### src/rtl/mm_move_unit.sv
module mm_move_unit #(
  parameter int NREGS = 8,
  parameter int DW    = 32,
  parameter int PCW   = 32,
  parameter int STEP  = 4,
  localparam int IW   = (NREGS > 1) ? $clog2(NREGS) : 1
) (
  input  logic           clk,
  input  logic           rst_n,
  input  logic           start_valid,
  output logic           start_ready,
  input  logic [IW-1:0]  start_src,
  input  logic [IW-1:0]  start_dst,
  input  logic [PCW-1:0] start_pc,
  input  logic           wr_en,
  input  logic [IW-1:0]  wr_idx,
  input  logic [DW-1:0]  wr_data,
  input  logic [IW-1:0]  rd_idx,
  output logic [DW-1:0]  rd_data,
  output logic [3:0]     ccr,
  output logic           mem_req,
  output logic           mem_we,
  output logic [DW-1:0]  mem_addr,
  output logic [DW-1:0]  mem_wdata,
  input  logic [DW-1:0]  mem_rdata,
  input  logic           mem_ack,
  input  logic           mem_err,
  output logic           fault_valid,
  output logic [PCW-1:0] fault_pc,
  input  logic           fault_ack
);

  typedef enum logic [1:0] {S_IDLE, S_RD, S_WR, S_FLT} state_t;

  state_t         state;
  logic [DW-1:0]  rf [NREGS];
  logic [DW-1:0]  shadow;
  logic [DW-1:0]  data_q;
  logic [IW-1:0]  src_q, dst_q;
  logic [PCW-1:0] pc_q;
  logic           commit;

  assign start_ready = (state == S_IDLE);
  assign mem_req     = (state == S_RD) || (state == S_WR);
  assign mem_we      = (state == S_WR);
  assign mem_addr    = (state == S_WR) ? rf[dst_q] : rf[src_q];
  assign mem_wdata   = data_q;
  assign rd_data     = rf[rd_idx];
  assign fault_pc    = pc_q;
  assign commit      = (state == S_WR) && mem_ack && !mem_err;

  always_ff @(posedge clk) begin
    if (!rst_n) begin
      state       <= S_IDLE;
      for (int i = 0; i < NREGS; i++) rf[i] <= '0;
      shadow      <= '0;
      data_q      <= '0;
      src_q       <= '0;
      dst_q       <= '0;
      pc_q        <= '0;
      ccr         <= '0;
      fault_valid <= 1'b0;
    end else begin
      fault_valid <= 1'b0;
      case (state)
        S_IDLE: begin
          if (wr_en) rf[wr_idx] <= wr_data;
          if (start_valid) begin
            src_q  <= start_src;
            dst_q  <= start_dst;
            pc_q   <= start_pc;
            shadow <= rf[start_src];
            state  <= S_RD;
          end
        end
        S_RD: begin
          if (mem_err) begin
            fault_valid <= 1'b1;
            state       <= S_FLT;
          end else if (mem_ack) begin
            data_q     <= mem_rdata;
            rf[src_q]  <= rf[src_q] + DW'(STEP);
            state      <= S_WR;
          end
        end
        S_WR: begin
          if (mem_err) begin
            rf[src_q]   <= shadow;
            fault_valid <= 1'b1;
            state       <= S_FLT;
          end else if (mem_ack) begin
            rf[dst_q] <= rf[dst_q] + DW'(STEP);
            ccr       <= {data_q[DW-1], data_q == '0, 2'b00};
            state     <= S_IDLE;
          end
        end
        default: begin
          if (fault_ack) state <= S_IDLE;
        end
      endcase
    end
  end

  p_pulse_r7: assert property (@(posedge clk) disable iff (!rst_n)
    fault_valid |=> !fault_valid);

  p_locked_r8: assert property (@(posedge clk) disable iff (!rst_n)
    (state == S_FLT && !fault_ack) |=> !start_ready && !mem_req);

  p_ccr_commit_r4: assert property (@(posedge clk) disable iff (!rst_n)
    !$stable(ccr) |-> $past(commit));

  p_no_write_r6: assert property (@(posedge clk) disable iff (!rst_n)
    (state == S_RD && mem_err) |=> !mem_req);

  p_hold_r10: assert property (@(posedge clk) disable iff (!rst_n)
    (mem_req && !mem_ack && !mem_err) |=> mem_req && $stable(mem_we) && $stable(mem_addr));

  p_restore_r5: assert property (@(posedge clk) disable iff (!rst_n)
    (state == S_WR && mem_err) |=> fault_valid && rf[src_q] == $past(shadow));

endmodule

### config.mk
export PLATFORM = sky130hd
export DESIGN_NAME = mm_move_unit
export DESIGN_NICKNAME = d
export VERILOG_FILES = /design/src/rtl/mm_move_unit.sv
export SDC_FILE = /design/constraint.sdc
export NUM_CORES = 1
export LEC_CHECK = 0
export BUFFER_PORTS_ARGS = -buffer_cell sky130_fd_sc_hd__buf_2
export CAP_MARGIN = 40
export CORE_ASPECT_RATIO = 0.5
export CORE_MARGIN = 2
export CORE_UTILIZATION = 54
export CTS_CLUSTER_DIAMETER = 30
export CTS_CLUSTER_SIZE = 12
export DETAILED_ROUTE_END_ITERATION = 16
export PLACE_DENSITY = 0.77
export SLEW_MARGIN = 30
export SYNTH_ARGS = -nofsm -noshare
export SYNTH_HDL_FRONTEND = slang
export SYNTH_SLANG_ARGS = --single-unit
### constraint.sdc
create_clock -name clk -period 3.3 [get_ports clk]
set_input_delay 0.165 -clock clk [delete_from_list [all_inputs] [get_ports clk]]
set_output_delay 0.165 -clock clk [all_outputs]
set_load 0.01 [all_outputs]
==> run metrics, run 1 <==
status=complete, no violations; CP Launch Type=register; pwr dens=633.4 mW/mm^2; Clock Power Share=35.5%; Cells after Synth=1,963; Tot Pwr=0.01882 W; FP Rows=54; clk root buf=clkbuf_16; switching share of power=33.97%; final setup TNS=0 ns; Final HPWL DP=52,740 microns; IO Port Bufs=248; Tcrit/Tclk final=97.66%; count of different cell masters after synthesis=75; WL final=85,860 microns; via count=21,129; placed cell areas=0.02669 sq mm; FF+latch count, synth=369; MaxCap Viol Count=0; final instance area=0.02972 sq mm; Max clock buf depth=3; Final GP Congestion=0.9505; drt pass-1 iters=6; CP Data Required Time=3.63 ns; fin crit period=3.223 ns; count of final hold-check violations=0; Initial Util=54.59%; first-pass GRT wire length=128,400 microns; final net count=2,481; layout cells sized above 1=38.92%; number of global-route vias before repair=21,350; clock latency on the worst-skew pair=0.62 ns; Final setup viols=0; Crit. End Element=register; synth warn=0; TritonCTS clock tree=yes; top_reg_cell synth=edfxtp_1; Worst Max-Slew Pin Slew=0.8326 ns; Worst Min Path Start=start_valid; Die Span Y=152.2 microns; Finished Core Util=68.41%; largest net degree at the start of global routing=69; final hold slack=0.1256 ns; logic gate share of total power=32.7%; gr usage total=37.31%; kind of critical path=reg -> reg; EDFF count, synth=256; DRC viols=0; routed vias/inst=7.048; Cell Area, Synth=0.02372 sq mm; DIE AREA=0.04571 sq mm; iteration-0 DRC count of the detailed router=3,307; Die W=300.4 microns; sequential power share=31.7%; Max Slew Vio Count=0; core area=0.04344 sq mm; clock sink total=369; Worst Clk Skew=0.03417 ns; commonest cells after routing, fill and taps aside=256 x edfxtp_1, 254 x mux4_2, 246 x nand2_1; FF-to-FF setup slack=0.08 ns; sequential area share after synthesis=41.95%; leakage power=11.27 nW; initial antenna violation count=0; arrival time worst endpoint=3.56 ns; net switching power figure=0.006394 W; FMAX=310.3 MHz; Num CTS Buffers=59; I/O Pins=251; number of diodes=0; synthesized area per cell=12.08 sq um; relative slew slack=44.49%; asr flop ratio synth=0%; routed len/inst=28.64 microns; H-tree depth=2; P&R area growth vs syn=25.32%; Overflow after GRT=0; CP Max Fanout=8; antenna viol nets, final=0; most common cell after layout, fill and taps aside=edfxtp_1; min-delay worst type=in -> reg; design internal power=0.01243 W; Clk pin slew, worst setup/hold paths=0.06 ns; Worst VDD drop=0.4671 mV
-- state kept, by name, indices dropped and copies added, names as in the netlist, named ones only --
register / count
ccr: 2
dst_q: 3
fault_pc: 32
fault_valid: 1
mem_wdata: 32
rf: 256
shadow: 32
src_q: 3
state: 2
-- per-layer routing --
| layer | routed length, microns | global-route usage, % | vias to the layer above |
|---|---|---|---|
| met4 | 5662 | 20.81 | 0 |
| met2 | 38510 | 58.06 | 1969 |
| met3 | 13340 | 10.76 | 441 |
| met1 | 28350 | 47.28 | 10159 |
| li1 | - | - | 8560 |
| met5 | 0 | 0 | - |
-- cell usage after synthesis, drive strengths merged (5+ instances only) --
library cell | n | area, sq um
edfxtp | 256 | 7687
mux4 | 256 | 5773
nand2 | 255 | 957.2
nor2 | 152 | 570.6
nor3 | 139 | 740.7
dfxtp | 113 | 2262
clkbuf | 106 | 397.9
mux2i | 83 | 838.3
a21oi | 75 | 379.1
a21boi | 73 | 548.0
mux2 | 70 | 788.3
buf | 63 | 375.4
o21ai | 38 | 190.2
o211a | 32 | 320.3
nand3 | 22 | 110.1
nor4 | 21 | 173.9
nand4 | 18 | 112.6
a31oi | 15 | 106.4
and3 | 12 | 75.07
a31o | 11 | 96.34
and2 | 11 | 68.82
nor3b | 10 | 75.07
inv | 9 | 33.78
xnor2 | 9 | 78.83
a221oi | 8 | 70.07
or4 | 8 | 63.81
o31a | 7 | 61.31
or3 | 7 | 43.79
ha | 6 | 75.07
nand2b | 6 | 37.54
o31ai | 6 | 45.04
a211oi | 5 | 37.54
a221o | 5 | 50.05
nand3b | 5 | 37.54
nor2b | 5 | 31.28
-- final timing paths --
kind | depth (start not counted) | endpoint
hold reg to reg | 2 | fault_pc[13]
hold / removal | 5 | fault_pc[7]
setup / recovery | 10 | rf[6][20]
setup reg to reg | 10 | rf[6][20]
-- kinds of logic after synthesis --
family          after synthesis  share of synthesized area, %
compound gates              302                         9.006
mux                         409                         31.20
other cells                   1                       0.01581
xor+xnor                     13                        0.4801
buf+inv                     178                         3.403
simple gates                685                         13.63
fa+ha+maj                     6                        0.3165
flops                       369                         41.95
-- power by group through the flow --
stage / clock network, W / registers, W / logic, W
after detailed placement: 0 / 0.00603 / 0.00572
after CTS: 0.00668 / 0.00594 / 0.00590
final: 0.00669 / 0.00597 / 0.00616
after floorplan: 0 / 0.00590 / 0.00364
after global routing: 0.00690 / 0.00601 / 0.00644
after global placement: 0 / 0.00598 / 0.00562
-- through the flow --
stage | worst slack (ns) | cells
floorplan | -0.1487 | 1964
global route | -0.008058 | 2998
detailed placement | -0.03927 | 2811
finish | 0.07716 | 2998
global placement | 0.02388 | 2811
CTS | 0.006094 | 2995
-- cell type report --
class                   count  area (sq um)
inverters                   9         33.78
flip-flops and latches    369          9962
fillers                  2885         13720
clock inverters            43         550.5
multi-input cells        1417         13190
repair buffers            504          3669
well taps                 588         735.7
clock buffers              68          1584
-- what timing repair did --
action | CTS | global route
hold buffers | 69 | 0
buffers inserted | 4 | 2
setup endpoints to repair | 25 | 134
pin swaps | 0 | 4
gates resized for setup | 3 | 26
gates cloned | 0 | 0
hold endpoints to repair | 83 | 0
-- critical path: stages (launching register included) --
cell and delay, ns:
dfxtp_4 0.44, buf_12 0.17, mux4_2 0.51, mux2i_1 0.49
buf_4 0.24, nor2_1 0.07, and4_1 0.32, a31o_2 0.27
a31oi_1 0.20, buf_4 0.19, nor3_1 0.06
(Power assumes the default switching activity.)
==> run 2, diff against run 1 <==
--- a/config.mk
+++ b/config.mk
@@ -14,6 +14,7 @@
 export CTS_CLUSTER_SIZE = 12
 export DETAILED_ROUTE_END_ITERATION = 16
 export PLACE_DENSITY = 0.77
+export RECOVER_POWER = 100
 export SLEW_MARGIN = 30
 export SYNTH_ARGS = -nofsm -noshare
 export SYNTH_HDL_FRONTEND = slang
==> run metrics, run 2 (same netlist as run 1, synthesis figures left out) <==
FP Rows=54 (unchanged); fillcell total=2,940 (was 2,885); MaxCap Viol Count=1 (was 0); largest net degree at the start of global routing=69 (unchanged); fin crit period=3.237 ns (was 3.223 ns); FMAX=308.9 MHz (was 310.3 MHz); final instance area=0.02956 sq mm (was 0.02972 sq mm); H-tree depth=2 (unchanged); Max clock buf depth=3 (unchanged); number of diodes=0 (unchanged); Die W=300.4 microns (unchanged); CP Launch Type=register (unchanged); clock latency on the worst-skew pair=0.61 ns (was 0.62 ns); clock sink total=369 (unchanged); iteration-0 DRC count of the detailed router=3,305 (was 3,307); layout cells sized above 1=34.48% (was 38.92%); core area=0.04344 sq mm (unchanged); Die Span Y=152.2 microns (unchanged); WL final=85,680 microns (was 85,860 microns); number of global-route vias before repair=21,350 (unchanged); Worst VDD drop=0.4636 mV (was 0.4671 mV); final net count=2,481 (unchanged); pwr dens=634.1 mW/mm^2 (was 633.4 mW/mm^2); CP Data Required Time=3.63 ns (about the same); arrival time worst endpoint=3.57 ns (was 3.56 ns); CP Max Fanout=9 (was 8); leakage power=10.90 nW (was 11.27 nW); Tcrit/Tclk final=98.09% (was 97.66%); Final GP Congestion=0.9505 (unchanged); DIE AREA=0.04571 sq mm (unchanged); commonest cells after routing, fill and taps aside=256 x edfxtp_1, 254 x mux4_2, 247 x nand2_1 (was 256 x edfxtp_1, 254 x mux4_2, 246 x nand2_1); Max Slew Vio Count=0 (unchanged); routed len/inst=28.58 microns (was 28.64 microns); most common cell after layout, fill and taps aside=edfxtp_1 (unchanged); Final setup viols=0 (unchanged); Tot Pwr=0.01874 W (was 0.01882 W); Worst Max-Slew Pin Slew=1.475 ns (was 0.8326 ns); min-delay worst type=in -> reg (unchanged); DRC viols=0 (unchanged); relative slew slack=1.271% (was 44.49%); Largest register FFs=256 (unchanged); gr usage total=37.31% (unchanged); initial antenna violation count=0 (unchanged); failing checks=capacitance limit; drt pass-1 iters=6 (unchanged); Crit. End Element=register (unchanged); TritonCTS clock tree=yes (unchanged); Worst Clk Skew=0.03318 ns (was 0.03417 ns); Final HPWL DP=52,740 microns (unchanged); Clk pin slew, worst setup/hold paths=0.05 ns (was 0.06 ns); Num CTS Buffers=59 (unchanged); Initial Util=54.59% (unchanged); via count=21,086 (was 21,129); I/O Pins=251 (unchanged); placed cell areas=0.02669 sq mm (unchanged); status=complete, but fails checks (was complete, no violations); first-pass GRT wire length=128,400 microns (unchanged); antenna viol nets, final=0 (unchanged); Overflow after GRT=0 (unchanged); P&R area growth vs syn=24.62% (was 25.32%); kind of critical path=reg -> reg (unchanged); Top reg by flops=rf (unchanged); IO Port Bufs=248 (unchanged); routed vias/inst=7.033 (was 7.048); clk root buf=clkbuf_16 (unchanged); count of final hold-check violations=0 (unchanged)
## run 2: what timing repair did
action,CTS,global route
setup endpoints to repair,25,134
pin swaps,0,4
hold endpoints to repair,83,0
gates cloned,0,0
hold buffers,69,0
resized for setup,3,26
buffers inserted,4,2
## run 2: metrics by stage
step / hold slack [ns] / worst slack [ns] / util, % / setup TNS, ns / std cells
after global routing: 0.1517 / -0.008057 / 68.03 / -0.01124 / 2998
after floorplan: 0.3099 / -0.1487 / - / -29.33 / 1964
final: 0.1322 / 0.06302 / 68.03 / 0 / 2998
after detailed placement: 0.4233 / -0.03927 / 61.43 / -0.04512 / 2811
after CTS: 0.08759 / 0.006094 / 68.07 / 0 / 2995
after global placement: 0.4152 / 0.02388 / 61.43 / 0 / 2811
## run 2: critical path: stages (launching register included)
cell,delay [ns]
dfxtp_4,0.38
buf_4,0.18
buf_4,0.18
mux4_2,0.51
mux2i_1,0.40
nor4_4,0.10
buf_4,0.17
and3_2,0.29
a31o_2,0.28
a21oi_1,0.20
buf_4,0.20
nor3_1,0.06
## run 2: final cells by class
type | instances | area, sq um | share of cell area (%)
inverters | 9 | 33.78 | 0.1143
clock buffers | 68 | 1584 | 5.359
well taps | 588 | 735.7 | 2.489
multi-input cells | 1417 | 13170 | 44.57
clock inverters | 43 | 550.5 | 1.863
repair buffers | 504 | 3517 | 11.90
flip-flops and latches | 369 | 9962 | 33.71
## run 2: path summary, 6_finish.rpt
check	startpoint	endpoint	slack, ns	cells after the start
max	register	rf[0][21]	0.06	11
min	start_valid	fault_pc[31]	0.13	5
max reg2reg	register	rf[0][21]	0.06	11
min reg2reg	fault_pc[13]	fault_pc[13]	0.46	2
## run 2: per-layer routing
metal | vias to the layer above | global-route usage, % | wire [microns]
met4 | 0 | 20.81 | 5632
met1 | 10134 | 47.28 | 28320
li1 | 8542 | - | -
met5 | - | 0 | 0
met2 | 1973 | 58.06 | 38540
met3 | 437 | 10.76 | 13200
## run 2: power by group
part,internal [W],switching [W]
combinational,0.00259,0.00349
clock,0.00427,0.00241
sequential,0.00551,0.000468
